File: config.mk
export PLATFORM = sky130hd
export DESIGN_NAME = esc_link_tx
export DESIGN_NICKNAME = d
export VERILOG_FILES = /design/src/rtl/esc_link_pkg.sv /design/src/rtl/esc_link_fsm.sv /design/src/rtl/esc_link_resp_chk.sv /design/src/rtl/esc_link_tx.sv
export SDC_FILE = /design/constraint.sdc
export NUM_CORES = 1
export LEC_CHECK = 0
export BUFFER_PORTS_ARGS = -buffer_cell sky130_fd_sc_hd__buf_2
export CELL_PAD_IN_SITES_DETAIL_PLACEMENT = 2
export CELL_PAD_IN_SITES_GLOBAL_PLACEMENT = 2
export CORE_MARGIN = 2
export CORE_UTILIZATION = 35
export DETAILED_ROUTE_END_ITERATION = 8
export PLACE_DENSITY_LB_ADDON = 0.1
export SLEW_MARGIN = 15
export SYNTH_ARGS = -nofsm -noshare
export SYNTH_HDL_FRONTEND = slang
export SYNTH_SLANG_ARGS = --single-unit
File: constraint.sdc
create_clock -name clk -period 2.5 [get_ports clk]
set_input_delay 0.375 -clock clk [delete_from_list [all_inputs] [get_ports clk]]
set_output_delay 0.375 -clock clk [all_outputs]
set_load 0.01 [all_outputs]
File: src/rtl/esc_link_pkg.sv
package esc_link_pkg;

    typedef enum logic [1:0] {
        ST_IDLE  = 2'd0,
        ST_PULSE = 2'd1,
        ST_RWAIT = 2'd2,
        ST_ESC   = 2'd3
    } link_st_e;

    typedef struct packed {
        logic p;
        logic n;
    } diff_pair_t;

    typedef struct packed {
        logic ping_ok;
        logic resp_err;
        logic integ_err;
    } link_flags_t;

    // Expected true-wire reply at window position k (1-based): odd -> 1.
    function automatic logic exp_resp_p(input logic [7:0] k);
        return k[0];
    endfunction

    function automatic logic pair_broken(input diff_pair_t d);
        return d.p == d.n;
    endfunction

endpackage

File: src/rtl/esc_link_fsm.sv
module esc_link_fsm
    import esc_link_pkg::*;
#(
    parameter int RESP_LEN = 4,
    parameter int MIN_ESC  = 2,
    localparam int IDXW    = $clog2(RESP_LEN + 1),
    localparam int HOLDW   = $clog2(MIN_ESC + 1)
) (
    input  logic            clk,
    input  logic            rst,
    input  logic            esc_req_i,
    input  logic            ping_req_i,
    output link_st_e        state_o,
    output logic [IDXW-1:0] win_idx_o,
    output logic            win_done_o,
    output diff_pair_t      pair_o
);

    link_st_e         state_q, state_d;
    logic [IDXW-1:0]  idx_q, idx_d;
    logic [HOLDW-1:0] hold_q, hold_d;
    logic             esc_p_q, esc_n_q, drive_d;

    always_comb begin
        state_d = state_q;
        idx_d   = idx_q;
        hold_d  = hold_q;
        unique case (state_q)
            ST_IDLE: begin
                if (ping_req_i) begin
                    state_d = ST_PULSE;
                end
            end
            ST_PULSE: begin
                state_d = ST_RWAIT;
                idx_d   = IDXW'(1);
            end
            ST_RWAIT: begin
                if (idx_q == IDXW'(RESP_LEN)) begin
                    state_d = ST_IDLE;
                    idx_d   = '0;
                end else begin
                    idx_d = idx_q + IDXW'(1);
                end
            end
            ST_ESC: begin
                if (hold_q != '0) begin
                    hold_d = hold_q - HOLDW'(1);
                end else if (!esc_req_i) begin
                    state_d = ST_IDLE;
                end
            end
            default: state_d = ST_IDLE;
        endcase

        // escalation overrides everything, including a pending ping window
        if (esc_req_i && state_q != ST_ESC) begin
            state_d = ST_ESC;
            idx_d   = '0;
            hold_d  = HOLDW'(MIN_ESC - 1);
        end
    end

    assign drive_d = (state_d == ST_PULSE) || (state_d == ST_ESC);

    always_ff @(posedge clk) begin
        if (rst) begin
            state_q <= ST_IDLE;
            idx_q   <= '0;
            hold_q  <= '0;
            esc_p_q <= 1'b0;
            esc_n_q <= 1'b1;
        end else begin
            state_q <= state_d;
            idx_q   <= idx_d;
            hold_q  <= hold_d;
            esc_p_q <= drive_d;
            esc_n_q <= !drive_d;
        end
    end

    assign state_o    = state_q;
    assign win_idx_o  = idx_q;
    assign win_done_o = (state_q == ST_RWAIT) && (idx_q == IDXW'(RESP_LEN)) && !esc_req_i;
    assign pair_o     = '{p: esc_p_q, n: esc_n_q};

    // a ping pulse lasts one clock; next clock is the window or escalation
    a_r2_single_pulse: assert property (@(posedge clk) disable iff (rst)
        (state_q == ST_PULSE) |=> (state_q == ST_RWAIT || state_q == ST_ESC));

    // a freshly entered escalation is held for a second clock
    a_r3_min_length: assert property (@(posedge clk) disable iff (rst)
        (state_q == ST_ESC && $past(state_q) != ST_ESC) |=> (state_q == ST_ESC));

    // no new ping pulse directly out of a reply window
    a_r5_no_back_to_back: assert property (@(posedge clk) disable iff (rst)
        (state_q == ST_RWAIT) |=> (state_q != ST_PULSE));

    // the two outgoing wires are always complementary
    a_r10_pair_complement: assert property (@(posedge clk) disable iff (rst)
        esc_p_q != esc_n_q);

endmodule

File: src/rtl/esc_link_resp_chk.sv
module esc_link_resp_chk
    import esc_link_pkg::*;
#(
    parameter int RESP_LEN = 4,
    localparam int IDXW    = $clog2(RESP_LEN + 1)
) (
    input  logic            clk,
    input  logic            rst,
    input  link_st_e        state_i,
    input  logic [IDXW-1:0] win_idx_i,
    input  logic            win_done_i,
    input  logic            esc_drive_i,
    input  diff_pair_t      resp_i,
    output link_flags_t     flags_o
);

    logic acc_bad_q, mis_now, ping_bad, tog_bad;
    logic prev_esc_q, prev_rp_q;
    link_flags_t flags_q;

    // pattern mismatch in the current reply-window clock
    always_comb begin
        mis_now = 1'b0;
        if (state_i == ST_RWAIT) begin
            mis_now = (resp_i.p != exp_resp_p(8'(win_idx_i))) ||
                      (resp_i.n != !exp_resp_p(8'(win_idx_i)));
        end
    end

    assign ping_bad = win_done_i && (acc_bad_q || mis_now);
    assign tog_bad  = prev_esc_q && (state_i != ST_RWAIT) && (resp_i.p == prev_rp_q);

    always_ff @(posedge clk) begin
        if (rst) begin
            acc_bad_q  <= 1'b0;
            prev_esc_q <= 1'b0;
            prev_rp_q  <= 1'b0;
            flags_q    <= '0;
        end else begin
            if (state_i == ST_PULSE) begin
                acc_bad_q <= 1'b0;
            end else if (state_i == ST_RWAIT) begin
                acc_bad_q <= acc_bad_q || mis_now;
            end
            prev_esc_q         <= esc_drive_i;
            prev_rp_q          <= resp_i.p;
            flags_q.ping_ok    <= win_done_i && !(acc_bad_q || mis_now);
            flags_q.resp_err   <= ping_bad || tog_bad;
            flags_q.integ_err  <= pair_broken(resp_i);
        end
    end

    assign flags_o = flags_q;

    // a ping verdict is either good or bad, never both
    a_r7_verdict_exclusive: assert property (@(posedge clk) disable iff (rst)
        !(flags_q.ping_ok && flags_q.resp_err));

    // a good-ping pulse only follows the last window clock
    a_r6_ok_after_window: assert property (@(posedge clk) disable iff (rst)
        flags_q.ping_ok |-> ($past(state_i) == ST_RWAIT));

endmodule

File: src/rtl/esc_link_tx.sv
module esc_link_tx
    import esc_link_pkg::*;
#(
    parameter int RESP_LEN = 4,
    parameter int MIN_ESC  = 2,
    localparam int IDXW    = $clog2(RESP_LEN + 1)
) (
    input  logic clk,
    input  logic rst,
    input  logic esc_req_i,
    input  logic ping_req_i,
    input  logic resp_p_i,
    input  logic resp_n_i,
    output logic esc_p_o,
    output logic esc_n_o,
    output logic ping_ok_o,
    output logic resp_err_o,
    output logic integ_err_o
);

    link_st_e        state;
    logic [IDXW-1:0] win_idx;
    logic            win_done;
    diff_pair_t      pair;
    diff_pair_t      resp;
    link_flags_t     flags;

    assign resp = '{p: resp_p_i, n: resp_n_i};

    esc_link_fsm #(
        .RESP_LEN (RESP_LEN),
        .MIN_ESC  (MIN_ESC)
    ) u_fsm (
        .clk        (clk),
        .rst        (rst),
        .esc_req_i  (esc_req_i),
        .ping_req_i (ping_req_i),
        .state_o    (state),
        .win_idx_o  (win_idx),
        .win_done_o (win_done),
        .pair_o     (pair)
    );

    esc_link_resp_chk #(
        .RESP_LEN (RESP_LEN)
    ) u_chk (
        .clk         (clk),
        .rst         (rst),
        .state_i     (state),
        .win_idx_i   (win_idx),
        .win_done_i  (win_done),
        .esc_drive_i (pair.p),
        .resp_i      (resp),
        .flags_o     (flags)
    );

    assign esc_p_o     = pair.p;
    assign esc_n_o     = pair.n;
    assign ping_ok_o   = flags.ping_ok;
    assign resp_err_o  = flags.resp_err;
    assign integ_err_o = flags.integ_err;

    // equal reply wires are reported in the following clock
    a_r9_integrity_flag: assert property (@(posedge clk) disable iff (rst)
        (resp_p_i == resp_n_i) |=> integ_err_o);

    // escalation requested from idle asserts the pair next clock
    a_r4_esc_priority: assert property (@(posedge clk) disable iff (rst)
        (esc_req_i && ping_req_i) |=> esc_p_o);

endmodule

==> results of run 1 <==
-- layout make-up --
type	count	area share [%]
multi-input cells	52	47.6
flip-flops and latches	14	34.4
repair buffers	10	6.14
clock buffers	4	4.45
well taps	27	4.15
inverters	7	3.23
-- worst max-delay path: cells and delay by family, from the launching register on --
kind                     cells  cell delay [ps]
AND/OR/NAND/NOR              1              520
flip-flops                   1              350
adder cells (fa/ha/maj)      1              330
AO/OA/AOI/OAI                1              120
buffers and inverters        1              110
-- logic make-up after synthesis --
logic type | share of synthesized area, %
AO/OA/AOI/OAI | 15.8
flip-flops | 39.9
XOR/XNOR | 2.49
AND/OR/NAND/NOR | 22.8
multiplexers | 1.60
adder cells (fa/ha/maj) | 12.5
buffers and inverters | 4.98
-- through the flow --
step	worst slack, ps	instances	util (%)	hold WS [ps]
after floorplan	1100	75	-	407
after global placement	1060	110	40.5	441
after detailed placement	1030	110	40.5	442
after CTS	986	114	42.4	355
after global routing	893	114	42.4	374
final	1000	114	42.4	364
-- cell usage in the layout, fill, tap and decap left out, types with 2 or more instances in the layout --
cell / n
nand2b_1: 4
o21ai_0: 2
a211o_1: 2
a21oi_1: 4
clkbuf_4: 3
inv_1: 7
nand3_1: 3
nor2_1: 5
dfxtp_1: 14
ha_1: 7
nor2b_1: 4
buf_2: 10
-- synth_stat cells --
cell	n	share of area, %
nand4b_1	1	1.2
o21ai_0	2	1.4
mux2_2	1	1.6
o211ai_1	1	1.1
and3_1	1	0.89
nand2b_1	4	3.6
nor2b_1	4	3.6
o31ai_1	1	1.1
or3b_1	1	1.2
nor3_1	1	0.71
clkbuf_1	1	0.53
o22ai_1	1	0.89
a211oi_1	1	1.1
a21oi_1	4	2.8
nand3b_1	1	1.1
nor3_2	1	1.4
a31oi_1	1	0.89
dfxtp_1	14	40
a221oi_2	1	2.1
o31a_1	1	1.2
xor2_1	1	1.2
buf_2	1	0.71
xnor2_1	1	1.2
nand3_1	3	2.1
inv_1	7	3.7
nand2_2	1	0.89
nor2_1	5	2.7
or2_2	1	0.89
a211o_1	2	2.5
nand2_1	1	0.53
or4b_4	1	2.0
ha_1	7	12
o21ai_1	1	0.71
-- power breakdown --
| part | total (µW) | internal, µW | switching (µW) |
|---|---|---|---|
| clock | 166 | 88.5 | 77.5 |
| combinational | 175 | 73.4 | 102 |
| sequential | 271 | 250 | 21.4 |
| total | 613 | 412 | 201 |
-- metal layers --
layer	part of all wire [%]	track usage (%)
met1	47	17.1
met2	48	24.0
met3	4.2	4.29
met4	1.3	5.71
met5	0	0
-- how the worst max path moves through the flow --
stage	slack, ps	start	cells after the start	to
6_report	1000	u_fsm.esc_p_q$_SDFF_PP0_	4	u_chk.flags_o[1]$_SDFF_PP0_
3_5_place_dp	1030	u_fsm.esc_p_q$_SDFF_PP0_	4	u_chk.flags_o[1]$_SDFF_PP0_
5_1_grt	890	u_fsm.esc_p_q$_SDFF_PP0_	4	u_chk.flags_o[1]$_SDFF_PP0_
4_1_cts	990	u_fsm.esc_p_q$_SDFF_PP0_	4	u_chk.flags_o[1]$_SDFF_PP0_
3_3_place_gp	1060	u_fsm.esc_p_q$_SDFF_PP0_	4	u_chk.flags_o[1]$_SDFF_PP0_
2_1_floorplan	1100	u_fsm.esc_p_q$_SDFF_PP0_	5	u_chk.flags_o[1]$_SDFF_PP0_
-- sequential cells by signal (all words and copies together), names as in the netlist --
register and cells:
u_chk.acc_bad_q 1, u_chk.flags_o 3, u_chk.prev_esc_q 1, u_chk.prev_rp_q 1, u_fsm.esc_n_q 1, u_fsm.esc_p_q 1, u_fsm.hold_q 2, u_fsm.state_o 1
u_fsm.win_idx_o 3
==> qor.yml, run 1 <==
min_from: "resp_n_i"
die_h_um: 48.8
track_usage_pct: 14.3
ant_nets: 0
cts_tree: "built"
hold_end: "u_chk.flags_o[0]$_SDFF_PP0_"
synthesis.area_um2: 703
finalHoldViolations: 0
status: "completed"
r2r_cells: 4
first_pass_iters: 2
fp.dieW_um: 48.8
r2r-start: "u_fsm.esc_p_q$_SDFF_PP0_"
power.total_uw: 613
finalNetCount: 101
antenna_found_initial: 0
core_area_mm2: 0.00192
slowest_stage: "or4b_4"
path_cells: "inv_1 -> ha_1 -> or4b_4 -> o21ai_1"
max-cap-violations: 0
grt_pass1_vias: 586
drive_gt1_share_pct: 23.0
ff_latch_area_um2: 280
drtIter0Drc: 3
worstSetupEndpointType: "flip-flop"
port_buffers: 10
finalSetupViolations: 0
insertedDiodeCount: 0
reg2reg_to: "u_chk.flags_o[1]$_SDFF_PP0_"
synth_cells: 75
yosysSeqAreaShare_pct: 39.9
ios: 11
area_growth_pct: 15.8
cts.path.max_buffers: 2
synthesis.nets: 88
crit_arrival_ps: 1710
yosysWarnings: 0
cts_buffers: 3
cts_resized: 0
routed_wl_um: 1480
ys_ff_latch: 14
hpwlAfterDp_um: 1130
viasPerCell: 5.00
holdPathStages: 3
startpoint_type: "flip-flop"
synth_cell_types: 33
clk_latency_ps: 280
path_max_fanout: 9
fmax_mhz: 668
path_clk_slew_ps: 90
skew_ps: 6.16
dpl_cell_area_um2: 778
finalMaxSlewViolations: 0
crit_type: "reg2reg"
wl_per_cell_um: 13.0
cp.required_ps: 2710
cts_sinks: 14
finalCritPeriodShare_pct: 59.9
grt_pass1_wl_um: 2610
ir_drop_v: 0.000323
cts-root-buf: "clkbuf_4"
fp-row-count: 16
grt_overflow: 0
postLayoutCellArea_um2: 815
h-tree-depth: 1
finalSetupTns_ps: 0
rsz0062_at_grt: "false"
post_cts_buffers: 0
fillers: 229
syn_avg_cell_area_um2: 9.38
place_congestion: 0.754
worst_slew_pin_slew_ps: 309
dieArea_mm2: 0.00238
power_density_mw_per_mm2: 752
ctsHoldBuffers: 0
grt_max_degree: 14
reg2reg_slack_ps: 1000
multiInputGateArea_um2: 388
start_util_pct: 36.6
drc: 0
leakagePower_uw: 0.000334
period_minus_slack_ps: 1500
hold_class: "in2reg"
num_vias: 570
slowest_delay_ps: 520
max_slew_margin_pct: 79.4
Power figures use the tool's default switching activity.
==> run 2: changes to the inputs <==
--- a/config.mk
+++ b/config.mk
@@ -9,7 +9,7 @@
 export CELL_PAD_IN_SITES_DETAIL_PLACEMENT = 2
 export CELL_PAD_IN_SITES_GLOBAL_PLACEMENT = 2
 export CORE_MARGIN = 2
-export CORE_UTILIZATION = 35
+export CORE_UTILIZATION = 29
 export DETAILED_ROUTE_END_ITERATION = 8
 export PLACE_DENSITY_LB_ADDON = 0.1
 export SLEW_MARGIN = 15
==> constraint.sdc (replaced) <==
create_clock -name clk -period 1.25 [get_ports clk]
set_input_delay 0.1875 -clock clk [delete_from_list [all_inputs] [get_ports clk]]
set_output_delay 0.1875 -clock clk [all_outputs]
set_load 0.01 [all_outputs]
==> run 2 against run 1 <==
Compared with the run above:
- the flow now finishes with violations (setup timing)
- via count grew 10%
- sequential share of layout area shrank 6.8 points
- critical path depth grew 1
- first-iteration DRC count shrank 100%
- routed wire length grew 35%
- utilization grew 4.2 points
- setup slack lost 1000 ps
- critical endpoint is now u_chk.flags_o[2]$_SDFF_PP0_
- highest routed layer unchanged
==> qor.yml, run 2 (synthesized netlist as in run 1, its figures left out) <==
status: "finished with violations"
violations: "setup timing"
dieArea_mm2: 0.00283
r2r_cells: 5
cts.path.max_buffers: 2
power_density_mw_per_mm2: 1470
wl_per_cell_um: 15.9
skew_ps: 8.25
place_congestion: 0.660
first_pass_iters: 1
grt_pass1_vias: 668
setup_slack_ps: -43.5
max-cap-violations: 0
die_h_um: 53.2
h-tree-depth: 1
ctsHoldBuffers: 0
use_met2_pct: 30.0
ir_drop_v: 0.000692
postLayoutCellArea_mm2: 0.00105
area_growth_pct: 49.5
dpl_cell_area_um2: 865
drtIter0Drc: 0
fp-row-count: 17
port_buffers: 10
period_minus_slack_ps: 1290
cts_buffers: 3
reg2reg_to: "u_chk.flags_o[2]$_SDFF_PP0_"
insertedDiodeCount: 0
fillers: 256
max_slew_margin_pct: 81.8
finalMaxSlewViolations: 0
grt_overflow: 0
path_max_fanout: 3
rsz0062_at_grt: "true"
grt_pass1_wl_um: 3350
cts_tree: "built"
clk_latency_ps: 290
min_from: "resp_n_i"
crit_arrival_ps: 1510
grt_util_met3_pct: 2.54
worst_slew_pin_slew_ps: 272
fmax_mhz: 773
finalHoldViolations: 0
path_clk_slew_ps: 90
num_vias: 628
met1_usage_pct: 20.3
ios: 11
hold_end: "u_chk.flags_o[0]$_SDFF_PP0_"
routed_wl_um: 2010
finalSetupViolations: 3
antenna_found_initial: 0
worstSetupEndpointType: "flip-flop"
r2r-start: "u_fsm.win_idx_o[1]$_SDFFE_PP0P_"
hpwlAfterDp_um: 1350
top_usage_layer: "met2"
fin_util_pct: 46.6
startpoint_type: "flip-flop"
drive_gt1_share_pct: 54.1
cts-root-buf: "clkbuf_4"
viasPerCell: 4.98
startpoint: "u_fsm.win_idx_o[1]$_SDFFE_PP0P_"
final_cell_mix: "10 x buf_2, 10 x dfxtp_1, 8 x buf_4"
finalCritPeriodShare_pct: 103
fp.dieW_um: 53.2
track_usage_pct: 17.3
core_area_mm2: 0.00225
hold_class: "in2reg"
reg2reg_slack_ps: -40
cts_sinks: 14
start_util_pct: 31.2
finalNetCount: 112
ant_nets: 0
leakagePower_uw: 0.000408
crit_type: "reg2reg"
drc: 0
grt_max_degree: 9
cp.required_ps: 1470
holdPathStages: 3
==> run 2: cell count changes in the layout (fill, tap and decap cells not counted), sizes merged <==
cell,before,now
buf,10,21
==> run 2: timing repair <==
action	CTS	global route
endpoints found under the setup margin	8	11
pin swaps	7	4
resized for setup	17	14
hold endpoints to repair	0	0
buffers inserted	2	3
==> run 2: how the worst max path moves through the flow <==
stage | endpoint | slack, ps | depth (start not counted)
final | u_chk.flags_o[2]$_SDFF_PP0_ | -40 | 5
after global routing | u_chk.flags_o[2]$_SDFF_PP0_ | -110 | 5
after CTS | u_chk.flags_o[1]$_SDFF_PP0_ | -60 | 5
after detailed placement | u_chk.flags_o[1]$_SDFF_PP0_ | -80 | 5
after global placement | u_chk.flags_o[1]$_SDFF_PP0_ | -50 | 5
after floorplan | u_chk.flags_o[1]$_SDFF_PP0_ | -50 | 5
==> run 2: final cells by class <==
class | instances | area [µm²] | share of cell area (%)
multi-input combinational | 52 | 527 | 50.1
sequential | 14 | 290 | 27.6
timing repair buffer | 21 | 144 | 13.7
tap | 28 | 35.0 | 3.33
inverter | 7 | 28.8 | 2.74
clock buffer | 4 | 26.3 | 2.50
==> run 2: power breakdown <==
part	total, µW	leakage, µW	internal, µW	switching [µW]
sequential	571	0.000117	510	60.5
clock	284	0.0000150	124	160
combinational	687	0.000276	361	326
==> run 2: per-layer routing <==
metal | vias up | wire, µm | share of wire [%]
met1 | 308 | 874 | 44
met5 | - | 0 | 0
li1 | 305 | - | -
met3 | 4 | 60 | 3.0
met4 | 0 | 31 | 1.5
met2 | 11 | 1040 | 52
==> run 2: through the flow <==
stage | TNS (ps) | total power [µW] | hold WS, ps | setup WS, ps | instances
finish | -93.4 | 1540 | 180 | -43.5 | 126
global route | -394 | 1660 | 204 | -108 | 126
CTS | -110 | 1470 | 176 | -56.7 | 124
detailed placement | -312 | 1050 | 426 | -81.3 | 118
global placement | -134 | 1040 | 422 | -48.4 | 118
floorplan | -80.7 | 870 | 316 | -52.7 | 75
==> run 2: critical path, stage by stage, from the launching register on <==
cell and delay, ps:
dfxtp_2 340, inv_2 70, ha_4 150, nand2_4 60, or4b_4 490, nor3_2 110
==> run 3: changes to the inputs <==
--- a/config.mk
+++ b/config.mk
@@ -12,6 +12,7 @@
 export CORE_UTILIZATION = 29
 export DETAILED_ROUTE_END_ITERATION = 8
 export PLACE_DENSITY_LB_ADDON = 0.1
+export RECOVER_POWER = 50
 export SLEW_MARGIN = 15
 export SYNTH_ARGS = -nofsm -noshare
 export SYNTH_HDL_FRONTEND = slang
==> run 3 against run 2 <==
Compared with the run above:
- the flow still finishes with violations (setup timing)
- setup slack stayed put
- clock skew is the same
- count of clock-buffer cells in the layout unchanged
- sequential share of layout area is essentially flat
- cell area down 0.12%
- sequential cell count did not move
- utilization shrank 0.055 points
- first-iteration DRC count is the same
- highest routed layer unchanged
==> qor.yml, run 3 (synthesized netlist as in run 1, its figures left out) <==
status: "finished with violations"
violations: "setup timing"
final_cell_mix: "10 x dfxtp_1, 9 x buf_2, 8 x buf_4"
power.total_uw: 1540
finalSetupViolations: 3
worstSetupEndpointType: "flip-flop"
num_vias: 629
hpwlAfterDp_um: 1350
ios: 11
ff_latch_area_um2: 290
skew_ps: 8.25
port_buffers: 10
max-cap-violations: 0
die_h_um: 53.2
fmax_mhz: 773
area_growth_pct: 49.3
clk_latency_ps: 290
first_pass_iters: 1
ir_drop_v: 0.000692
wl_per_cell_um: 15.9
cts-root-buf: "clkbuf_4"
antenna_found_initial: 0
finalNetCount: 112
max_slew_margin_pct: 69.6
leakagePower_uw: 0.000405
insertedDiodeCount: 0
stdcell_count: 126
slowest_delay_ps: 490
grt_pass1_wl_um: 3350
timing.hold.ws_ps: 180
finalCritPeriodShare_pct: 103
h-tree-depth: 1
finalMaxSlewViolations: 0
crit_type: "reg2reg"
grt_max_degree: 9
grt_overflow: 0
cp.required_ps: 1470
finalSetupTns_ps: -109
place_ws_ps: -81.3
setup_slack_ps: -43.5
multiInputGateArea_um2: 527
hold_class: "in2reg"
path_clk_slew_ps: 90
cts.path.max_buffers: 2
grt_pass1_vias: 668
path_max_fanout: 3
cts_sinks: 14
ant_nets: 0
crit_arrival_ps: 1510
viasPerCell: 4.99
holdPathStages: 3
place_inst: 118
core_area_mm2: 0.00225
finalHoldViolations: 0
period_minus_slack_ps: 1290
power_density_mw_per_mm2: 1470
path_cells: "inv_2 -> ha_4 -> nand2_4 -> or4b_4 -> nor3_2"
drive_gt1_share_pct: 53.1
ctsHoldBuffers: 0
place_congestion: 0.660
worst_slew_pin_slew_ps: 456
layout_commonest_cell: "dfxtp_1"
drc: 0
cts_tree: "built"
startpoint_type: "flip-flop"
fillers: 257
rsz0062_at_grt: "true"
r2r_cells: 5
routed_wl_um: 2000
start_util_pct: 31.2
drtIter0Drc: 0
slowest_stage: "or4b_4"
track_usage_pct: 17.3
dieArea_mm2: 0.00283
fp.dieW_um: 53.2
fp-row-count: 17
cts_buffers: 3
run 3: report_power, final:
group	leakage, µW	internal [µW]	switching [µW]
combinational	0.000273	361	326
clock	0.0000150	124	160
sequential	0.000117	510	60.5
run 3: worst paths after layout:
path / from / to / slack, ps
max: u_fsm.win_idx_o[1]$_SDFFE_PP0P_ / u_chk.flags_o[2]$_SDFF_PP0_ / -40
min: resp_n_i / u_chk.flags_o[0]$_SDFF_PP0_ / 180
max reg2reg: u_fsm.win_idx_o[1]$_SDFFE_PP0P_ / u_chk.flags_o[2]$_SDFF_PP0_ / -40
min reg2reg: u_fsm.hold_q[0]$_SDFFE_PP0P_ / u_fsm.hold_q[0]$_SDFFE_PP0P_ / 490
run 3: through the flow:
| step | utilization, % | cell area [µm²] |
|---|---|---|
| after floorplan | - | 742 |
| after global placement | 38.3 | 865 |
| after detailed placement | 38.3 | 865 |
| after CTS | 43.8 | 987 |
| after global routing | 46.6 | 1050 |
| final | 46.6 | 1050 |
run 3: critical path: cells and delay by family (launching register included):
kind	cells	cell delay, ps
fa+ha+maj	1	150
buf+inv	1	70
flops	1	340
simple gates	3	660
run 3: metal layers:
metal / share of wire (%) / track usage (%) / wire [µm] / up-vias
met5: 0 / 0 / 0 / -
met4: 1.5 / 8.97 / 31 / 0
met3: 3.0 / 2.54 / 60 / 4
met2: 52 / 30.0 / 1040 / 11
met1: 44 / 20.3 / 873 / 308
li1: - / - / - / 306
run 3: cell type report:
cell class	count	area share, %
inverter	7	2.74
clock buffer	4	2.50
tap	28	3.34
timing repair buffer	21	13.6
multi-input combinational	52	50.2
sequential	14	27.7
run 3: repair_timing:
action / in CTS / in global routing
endpoints found under the setup margin: 8 / 11
endpoints found under the hold margin: 0 / 0
pin swaps: 7 / 4
setup buffers: 2 / 3
gates resized for setup: 17 / 14
